[config.mk]
export PLATFORM = sky130hd
export DESIGN_NAME = pin_change_monitor
export DESIGN_NICKNAME = d
export VERILOG_FILES = /design/src/rtl/pin_change_monitor.sv
export SDC_FILE = /design/constraint.sdc
export NUM_CORES = 1
export LEC_CHECK = 0
export ABC_AREA = 1
export BUFFER_PORTS_ARGS = -buffer_cell sky130_fd_sc_hd__buf_2
export CORE_ASPECT_RATIO = 0.8
export CORE_MARGIN = 2
export CORE_UTILIZATION = 47
export DETAILED_ROUTE_END_ITERATION = 10
export PLACE_DENSITY = 0.76
export SETUP_SLACK_MARGIN = 0.3
export SYNTH_ARGS = -nofsm -noshare
export SYNTH_HDL_FRONTEND = slang
export SYNTH_SLANG_ARGS = --single-unit
[constraint.sdc]
create_clock -name clk -period 1.1 [get_ports clk]
set_input_delay 0.22 -clock clk [delete_from_list [all_inputs] [get_ports clk]]
set_output_delay 0.22 -clock clk [all_outputs]
set_load 0.02 [all_outputs]
[src/rtl/pin_change_monitor.sv]
module pin_change_monitor #(
  parameter int W  = 6,
  parameter int RW = 8,
  parameter int WAKE_BIT = 3,
  parameter int XLO = 4,
  parameter int XHI = 5
) (
  input  logic          clk,
  input  logic          rst_por_n,
  input  logic          rst_warm_n,
  input  logic [W-1:0]  pins_i,
  input  logic          port_rd_i,
  input  logic          port_wr_i,
  input  logic          en_wr_i,
  input  logic [RW-1:0] en_wdata_i,
  output logic [RW-1:0] en_rdata_o,
  input  logic          flag_clr_i,
  input  logic          sleep_i,
  input  logic          wake_mode_i,
  input  logic          osc_xtal_i,
  input  logic          gie_i,
  output logic          flag_o,
  output logic          irq_o,
  output logic          wake_o
);

  localparam logic [W-1:0] XMASK = W'(((1 << (XHI - XLO + 1)) - 1) << XLO);
  localparam logic [W-1:0] WMASK = W'(1 << WAKE_BIT);

  logic [W-1:0] s1_q, s2_q, snap_q, en_q, en_eff, diff;
  logic         flag_q, access, mm;

  assign access = (port_rd_i | port_wr_i) & rst_warm_n;
  assign en_eff = en_q & ~((wake_mode_i & sleep_i) ? WMASK : '0);
  assign diff   = (s2_q ^ snap_q) & en_eff;
  assign mm     = |diff;

  always_ff @(posedge clk or negedge rst_por_n) begin
    if (!rst_por_n) begin
      s1_q   <= '0;
      s2_q   <= '0;
      snap_q <= '0;
      en_q   <= '0;
      flag_q <= 1'b0;
    end else begin
      s1_q <= pins_i;
      s2_q <= s1_q;
      if (access) snap_q <= s2_q;
      if (en_wr_i && rst_warm_n) en_q <= en_wdata_i[W-1:0];
      if (!rst_warm_n) flag_q <= 1'b0;
      else             flag_q <= (flag_q & ~flag_clr_i) | (mm & ~access);
    end
  end

  assign en_rdata_o = RW'(en_q & ~(osc_xtal_i ? XMASK : '0));
  assign flag_o     = flag_q;
  assign irq_o      = flag_q & gie_i;
  assign wake_o     = flag_q & sleep_i;

  p_set_r4: assert property (@(posedge clk) disable iff (!rst_por_n)
    rst_warm_n && mm && !access |=> flag_o);
  p_snap_r3: assert property (@(posedge clk) disable iff (!rst_por_n)
    access |=> snap_q == $past(s2_q));
  p_hold_snap_r6: assert property (@(posedge clk) disable iff (!rst_por_n)
    !access |=> $stable(snap_q));
  p_warm_r6: assert property (@(posedge clk) disable iff (!rst_por_n)
    !rst_warm_n |=> !flag_o);
  p_clear_r5: assert property (@(posedge clk) disable iff (!rst_por_n)
    rst_warm_n && flag_clr_i && !mm |=> !flag_o);
  p_absorb_r11: assert property (@(posedge clk) disable iff (!rst_por_n)
    access && !flag_o |=> !flag_o);
  p_xtal_r8: assert property (@(posedge clk) disable iff (!rst_por_n)
    osc_xtal_i |-> en_rdata_o[XHI:XLO] == '0);
  p_gate_r7: assert property (@(posedge clk) disable iff (!rst_por_n)
    (!gie_i |-> !irq_o) and (!sleep_i |-> !wake_o));

endmodule

==> results of run 1 <==
final cells by class:
class,count,area [um2],share of cell area
multi-input combinational,52,327,0.225
inverter,14,52.6,0.0363
clock inverter,1,5.00,0.00345
clock buffer,3,22.5,0.0155
timing repair buffer,48,385,0.266
sequential,25,627,0.433
tap,24,30.0,0.0207
stage by stage:
step	cell area [um2]	hold slack, ns	instances	TNS (ns)	total power, mW
after detailed placement	1190	0.111	149	0	1.42
after global placement	1190	0.102	149	0	1.40
after floorplan	1020	-0.0756	97	0	1.30
after global routing	1450	0.106	167	-0.958	2.10
after CTS	1380	0.122	165	-0.404	1.92
final	1450	0.124	167	-0.436	1.98
flip-flops by register name, indices dropped and copies added, names as in the netlist:
name    count
s1_q        6
en_q        6
flag_o      1
snap_q      6
s2_q        6
what timing repair did:
item | in CTS | in global routing
pin swaps | 2 | 6
setup buffers | 5 | 2
gates resized for setup | 19 | 15
hold buffers | 7 | 0
hold endpoints to repair | 15 | 0
setup endpoints to repair | 10 | 16
power groups by stage:
stage	logic [mW]	registers, mW	clock network (mW)
2_1_floorplan	0.225	1.08	0
3_3_place_gp	0.329	1.07	0
3_5_place_dp	0.342	1.08	0
4_1_cts	0.454	1.06	0.413
5_1_grt	0.566	1.08	0.456
6_report	0.522	1.07	0.397
critical path, cell delays in order (launching register included):
cell                      delay (ns)
sky130_fd_sc_hd__dfrtp_1        0.43
sky130_fd_sc_hd__nand2_2        0.09
sky130_fd_sc_hd__inv_2          0.04
sky130_fd_sc_hd__buf_6          0.12
per-layer routing:
metal	routed length [um]	GRT usage	vias up
met1	835	0.191	369
met4	28	0.0683	0
li1	-	-	385
met5	0	0	-
met3	137	0.0630	4
met2	1090	0.336	36
cells in the final DEF (no fill, tap or decap), types with 2 or more instances in the layout:
master	instances
sky130_fd_sc_hd__dfrtp_1	24
sky130_fd_sc_hd__conb_1	2
sky130_fd_sc_hd__dlygate4sd3_1	7
sky130_fd_sc_hd__buf_4	3
sky130_fd_sc_hd__nand2_1	20
sky130_fd_sc_hd__buf_2	23
sky130_fd_sc_hd__mux2_4	6
sky130_fd_sc_hd__clkbuf_4	3
sky130_fd_sc_hd__inv_2	3
sky130_fd_sc_hd__inv_1	11
sky130_fd_sc_hd__nand3_1	3
sky130_fd_sc_hd__nand2_2	2
sky130_fd_sc_hd__buf_6	14
sky130_fd_sc_hd__nor2_1	5
sky130_fd_sc_hd__o21ai_0	4
sky130_fd_sc_hd__a21oi_1	3
kinds of logic (layout without fill, tap and decap cells):
| kind of cell | Yosys count | count (layout) | synth area share |
|---|---|---|---|
| simple gates | 33 | 33 | 0.132 |
| flops | 25 | 25 | 0.627 |
| buf+inv | 20 | 66 | 0.102 |
| compound gates | 10 | 10 | 0.0564 |
| mux | 6 | 6 | 0.0714 |
| other cells | 1 | 2 | 0.00376 |
| xor+xnor | 1 | 1 | 0.00877 |
worst paths after layout:
path                                           from                  end  slack (ns)  cells past startpoint
worst max-delay path               flag_o$_DFF_PN0_                irq_o       -0.11                      3
worst min-delay path                  en_wdata_i[0]  en_q[0]$_DFFE_PN0P_        0.12                      2
worst max register to register  en_q[4]$_DFFE_PN0P_     flag_o$_DFF_PN0_       -0.01                      8
worst min register to register    s1_q[2]$_DFF_PN0_    s2_q[2]$_DFF_PN0_        0.36                      0
max in group asynchronous                 rst_por_n    s2_q[5]$_DFF_PN0_        0.46                      3
min in group asynchronous                 rst_por_n  en_q[0]$_DFFE_PN0P_        0.28                      2
==> impl_metrics.csv, run 1 <==
group,metric,value,unit
timing,final.setup_skew,0.00886,ns
timing,rsz0062_at_grt,"yes",
pwr,total_leakage_power,0.775,nW
pwr,seq_power_share,0.537,
floorplan,die-height,45.2,um
clock_network,clk_root_buffer_cell,"sky130_fd_sc_hd__clkbuf_4",
clock_network,tritoncts,"done",
yosys,synth_seq_area_share,0.627,
min_path,worst_hold_path_type,"in2reg",
worst_setup_path,critPathLaunchType,"flip-flop",
route,detail_route.drc_violations,0,
floorplan,placementRows,14,
yosys,yosys_most_used_dff,"sky130_fd_sc_hd__dfrtp_1",
pwr,fraction_of_power_spent_switching_nets,0.281,
global_routing,first_global_vias,795,
clock_network,cts-root-to-sink-buffers,2,
place,dp_slack,0.0955,ns
global_routing,groute.usage.overall,0.179,
yosys,synthTopCellsByCount,"sky130_fd_sc_hd__dfrtp_1 (25), sky130_fd_sc_hd__nand2_1 (21), sky130_fd_sc_hd__inv_1 (14)",
yosys,synth-seq-cells,25,
yosys,yosysWarnings,0,
pwr,net-switching-power,0.557,mW
place,place.detailed.hpwl,1370,um
floorplan,start_util,0.514,
yosys,async_reset_ff_frac,1.00,
clock_network,cts-buffers-inserted,3,
layout,area_growth_from_synthesis_to_final_layout,45.1,%
layout,nNetsFinal,169,
yosys,synth-edff-count,0,
global_routing,grt.overflow.total,0,
pwr,power_density,1370,mW/mm2
route,average_detailed_routed_wire_length_per_instance,12.5,um
floorplan,die-width,55.5,um
clock_network,cts_max_level,1,
floorplan,placeableCoreArea,0.00194,mm2
floorplan,pin_count,36,
yosys,synthDominantAreaCellType,"sky130_fd_sc_hd__dfrtp_1",
yosys,yosys.area.top_type_share,0.627,
timing,final_max_slew_viol_count,0,
worst_setup_path,worstSetupPathType,"reg2out",
layout,antenna-diode-count,0,
outcome,outcome,"finished, violations left",
route,drt_iter0_drc,16,
layout,number_of_inserted_filler_cells_in_the_final_layout,133,
worst_setup_path,timing.critical_path.required,0.88,ns
route,vias_post_dr,794,
clock_network,clkSlewWorstSetupHoldPaths,0.13,ns
pwr,internal-power,1.43,mW
worst_setup_path,timing.critical_path.arrival,0.99,ns
timing,period_minus_slack,1.21,ns
layout,final_layout_size_suffix_gt1_frac,0.441,
clock_network,cts_num_sinks,25,
clock_network,insertion_delay_to_the_later_sink_of_the_worst_skew_pair,0.32,ns
worst_setup_path,timing.critical_path.to_type,"output pin",
yosys,syn_avg_cell_area,10.4,um2
outcome,failed_checks,"negative setup slack",
global_routing,grt_start_max_net_pins,17,
run,max_cap_viol_count,0,
place,port_buffers,31,
layout,final_util,0.745,
pwr,share_comb_of_total_power,0.263,
global_routing,antenna_found_initial,0,
timing,hold_violations,0,
route,routed_wl,2090,um
worst_setup_path,crit_fanout,4,
route,detail_route.vias_per_cell,4.75,
yosys,synth_area,998,um2
timing,setup_ws,-0.105,ns
global_routing,grt_pass1_wl,3300,um
route,route.antenna.remaining_nets,0,
place,placer_congestion_estimate,0.756,
yosys,post-synth-top-count-cell,"sky130_fd_sc_hd__dfrtp_1",
floorplan,die_ar,0.00251,mm2
yosys,synth.distinct_cells,16,
timing,fmax_achieved,0.830,GHz
route,number_of_optimization_iterations_in_the_first_detailed_route_pass,4,
yosys,synth.area.top_cells,"sky130_fd_sc_hd__dfrtp_1 (63%), sky130_fd_sc_hd__nand2_1 (7.9%), sky130_fd_sc_hd__mux2_2 (5.6%)",
pwr,clock_power_share,0.200,
pwr,max-vdd-ir-drop,1.33,mV
timing,setup-violations-final,8,
yosys,syn_inst,96,
timing,layout_worst_path_cycle_share,1.10,
Power figures use the tool's default switching activity.
==> run 2: changes to the inputs <==
--- a/config.mk
+++ b/config.mk
@@ -5,11 +5,10 @@
 export SDC_FILE = /design/constraint.sdc
 export NUM_CORES = 1
 export LEC_CHECK = 0
-export ABC_AREA = 1
 export BUFFER_PORTS_ARGS = -buffer_cell sky130_fd_sc_hd__buf_2
 export CORE_ASPECT_RATIO = 0.8
 export CORE_MARGIN = 2
-export CORE_UTILIZATION = 47
+export CORE_UTILIZATION = 46
 export DETAILED_ROUTE_END_ITERATION = 10
 export PLACE_DENSITY = 0.76
 export SETUP_SLACK_MARGIN = 0.3
==> run 2 against run 1 <==
The flow still finishes with violations (negative setup slack). Cell count decreased by 19%. Total power increased by 0.49%. Critical path depth decreased by 1. Die area decreased by 3.1%. Sequential power about the same. Register-to-register slack improved by 0.09 ns. Sequential cell count unchanged. Combinational power increased by 2%. Clock skew increased by 0.0022 ns. Maximum frequency decreased by 3.3%. Largest cell class unchanged.
==> impl_metrics.csv, run 2 <==
group,metric,value,unit
route,average_detailed_routed_wire_length_per_instance,13.0,um
worst_setup_path,worstRegToRegCells,4,
clock_network,cts-root-to-sink-buffers,2,
yosys,synth-seq-cells,25,
worst_setup_path,timing.rr.end,"flag_o$_DFF_PN0_",
outcome,outcome,"finished, violations left",
place,placer_congestion_estimate,0.719,
timing,period_minus_slack,1.25,ns
worst_setup_path,reg2reg_slack,0.08,ns
clock_network,clk_root_buffer_cell,"sky130_fd_sc_hd__clkbuf_4",
yosys,yosys_most_used_dff,"sky130_fd_sc_hd__dfrtp_1",
yosys,synth.distinct_cells,15,
layout,number_of_inserted_filler_cells_in_the_final_layout,113,
timing,final_max_slew_viol_count,0,
layout,fin_cells,136,
worst_setup_path,critPathLaunchType,"flip-flop",
floorplan,pin_count,36,
yosys,post-synth-top-count-cell,"sky130_fd_sc_hd__dfrtp_1",
clock_network,clkSlewWorstSetupHoldPaths,0.13,ns
floorplan,die-height,44.5,um
yosys,synth_area,945,um2
pwr,clock_power_share,0.195,
worst_setup_path,timing.critical_path.to_type,"output pin",
global_routing,first_global_vias,633,
pwr,share_comb_of_total_power,0.268,
pwr,total_leakage_power,0.710,nW
pwr,power_density,1390,mW/mm2
floorplan,die-width,54.7,um
timing,final.setup_skew,0.0111,ns
yosys,synthDominantAreaCellType,"sky130_fd_sc_hd__dfrtp_1",
timing,setup_ws,-0.147,ns
yosys,syn_avg_cell_area,14.8,um2
yosys,synth.area.top_cells,"sky130_fd_sc_hd__dfrtp_1 (66%), sky130_fd_sc_hd__mux2_2 (14%), sky130_fd_sc_hd__xor2_1 (5.6%)",
pwr,net-switching-power,0.510,mW
timing,hold_violations,0,
run,max_cap_viol_count,0,
pwr,seq_power_share,0.536,
route,drt_iter0_drc,4,
place,placedCellCount,116,
route,detail_route.drc_violations,0,
worst_setup_path,worstSetupPathType,"reg2out",
layout,design_area,0.00144,mm2
timing,layout_worst_path_cycle_share,1.13,
yosys,synthTopCellsByCount,"sky130_fd_sc_hd__dfrtp_1 (25), sky130_fd_sc_hd__mux2_2 (12), sky130_fd_sc_hd__xor2_1 (6)",
global_routing,grt.overflow.total,0,
floorplan,placeableCoreArea,0.00191,mm2
worst_setup_path,crit_path_start,"flag_o$_DFF_PN0_",
worst_setup_path,regToRegStartpoint,"en_q[2]$_DFFE_PN0P_",
layout,layout.cells.most_common_list,"sky130_fd_sc_hd__dfrtp_1 (23), sky130_fd_sc_hd__buf_2 (23), sky130_fd_sc_hd__buf_6 (16)",
worst_setup_path,critPathCapture,"irq_o",
clock_network,tritoncts,"done",
clock_network,cts-buffers-inserted,3,
place,place.detailed.hpwl,1160,um
layout,ff_latch_area,628,um2
global_routing,grt_pass1_wl,2700,um
yosys,synth_seq_area_share,0.662,
clock_network,cts_num_sinks,25,
floorplan,start_util,0.495,
floorplan,placementRows,14,
timing,setup-violations-final,6,
route,number_of_optimization_iterations_in_the_first_detailed_route_pass,3,
yosys,yosys.area.top_type_share,0.662,
timing,fin_tns_setup,-0.535,ns
worst_setup_path,max_stage_delay,0.45,ns
worst_setup_path,timing.critical_path.arrival,1.03,ns
pwr,internal-power,1.48,mW
timing,fmax_achieved,0.802,GHz
layout,multiInputGateArea,373,um2
yosys,async_reset_ff_frac,1.00,
route,routed_wl,1760,um
clock_network,cts_max_level,1,
yosys,syn_inst,64,
layout,nNetsFinal,138,
global_routing,antenna_found_initial,0,
pwr,max-vdd-ir-drop,1.11,mV
layout,final_layout_size_suffix_gt1_frac,0.598,
min_path,worst_hold_path_type,"in2reg",
global_routing,grt_start_max_net_pins,26,
worst_setup_path,timing.critical_path.required,0.88,ns
route,detail_route.vias_per_cell,4.70,
worst_setup_path,cpMaxStageDelayCell,"sky130_fd_sc_hd__dfrtp_2",
route,vias_post_dr,639,
route,route.antenna.remaining_nets,0,
place,placedInstanceArea,0.00114,mm2
clock_network,insertion_delay_to_the_later_sink_of_the_worst_skew_pair,0.31,ns
outcome,failed_checks,"negative setup slack",
place,port_buffers,31,
pwr,fraction_of_power_spent_switching_nets,0.256,
timing,rsz0062_at_grt,"yes",
yosys,yosysWarnings,0,
layout,area_growth_from_synthesis_to_final_layout,52.2,%
worst_setup_path,path_cells,"and2_4, buf_6",
yosys,synth-edff-count,0,
floorplan,die_ar,0.00243,mm2
global_routing,groute.usage.overall,0.167,
worst_setup_path,crit_fanout,4,
layout,antenna-diode-count,0,
-- run 2: cell types whose count changed after synthesis, moves of 2 or more --
cell / before / now
sky130_fd_sc_hd__o21ai_0: 4 / 1
sky130_fd_sc_hd__a21oi_1: 4 / 1
sky130_fd_sc_hd__nand3_1: 4 / 0
sky130_fd_sc_hd__and2_1: 0 / 2
sky130_fd_sc_hd__xor2_1: 1 / 6
sky130_fd_sc_hd__nand2_1: 21 / 3
sky130_fd_sc_hd__nor2_1: 7 / 1
sky130_fd_sc_hd__mux2_2: 5 / 12
sky130_fd_sc_hd__nor2b_1: 0 / 3
sky130_fd_sc_hd__inv_1: 14 / 0
-- run 2: worst min-delay path by stage --
stage                  start                    end  slack [ns]  cells after the start
2_1_floorplan      rst_por_n    en_q[0]$_DFFE_PN0P_       -0.08                      0
3_3_place_gp       rst_por_n  snap_q[2]$_DFFE_PN0N_        0.22                      2
3_5_place_dp       rst_por_n      s2_q[3]$_DFF_PN0_        0.22                      2
4_1_cts            pins_i[3]      s1_q[3]$_DFF_PN0_       0.009                      1
5_1_grt        en_wdata_i[3]    en_q[3]$_DFFE_PN0P_        0.11                      2
6_report       en_wdata_i[0]    en_q[0]$_DFFE_PN0P_        0.13                      2
-- run 2: power by group through the flow --
stage	registers, mW	clock network (mW)	logic, mW
4_1_cts	1.06	0.406	0.450
5_1_grt	1.08	0.453	0.576
6_report	1.07	0.389	0.535
3_3_place_gp	1.08	0	0.309
2_1_floorplan	1.08	0	0.217
3_5_place_dp	1.08	0	0.317
-- run 2: metrics by stage --
| stage | total power [mW] | worst slack (ns) | utilization | hold slack, ns |
|---|---|---|---|---|
| after floorplan | 1.30 | 0.174 | - | -0.0756 |
| after global placement | 1.39 | -0.00675 | 0.599 | 0.218 |
| after detailed placement | 1.40 | -0.0299 | 0.599 | 0.217 |
| after CTS | 1.92 | -0.151 | 0.706 | 0.00875 |
| after global routing | 2.11 | -0.201 | 0.753 | 0.108 |
| final | 1.99 | -0.147 | 0.753 | 0.127 |
-- run 2: kinds of logic after synthesis --
| logic type | synth area share |
|---|---|
| buffers and inverters | 0.0397 |
| AO/OA/AOI/OAI | 0.0464 |
| XOR/XNOR | 0.0556 |
| other | 0.00397 |
| flip-flops | 0.662 |
| AND/OR/NAND/NOR | 0.0490 |
| multiplexers | 0.143 |
-- run 2: worst max-delay path: cells and delay by family, from the launching register on --
kind	cells	cell delay (ns)
buffers and inverters	1	0.12
flip-flops	1	0.45
AND/OR/NAND/NOR	1	0.14
-- run 2: cell type report --
type / count / area share
clock buffer: 4 / 0.0183
multi-input combinational: 35 / 0.259
sequential: 25 / 0.437
tap: 24 / 0.0209
timing repair buffer: 48 / 0.265
-- run 2: routing by layer --
metal	up-vias	global-route usage	wire (um)
met3	7	0.0709	112
met1	303	0.184	721
met5	-	0	0
li1	305	-	-
met2	24	0.267	876
met4	0	0.0950	51
-- run 2: repair_timing --
action	4_1_cts	5_1_grt
hold endpoints to repair	30	1
pin swaps	2	3
setup buffers	6	3
hold buffers	6	1
setup endpoints to repair	10	18
gates resized for setup	22	14
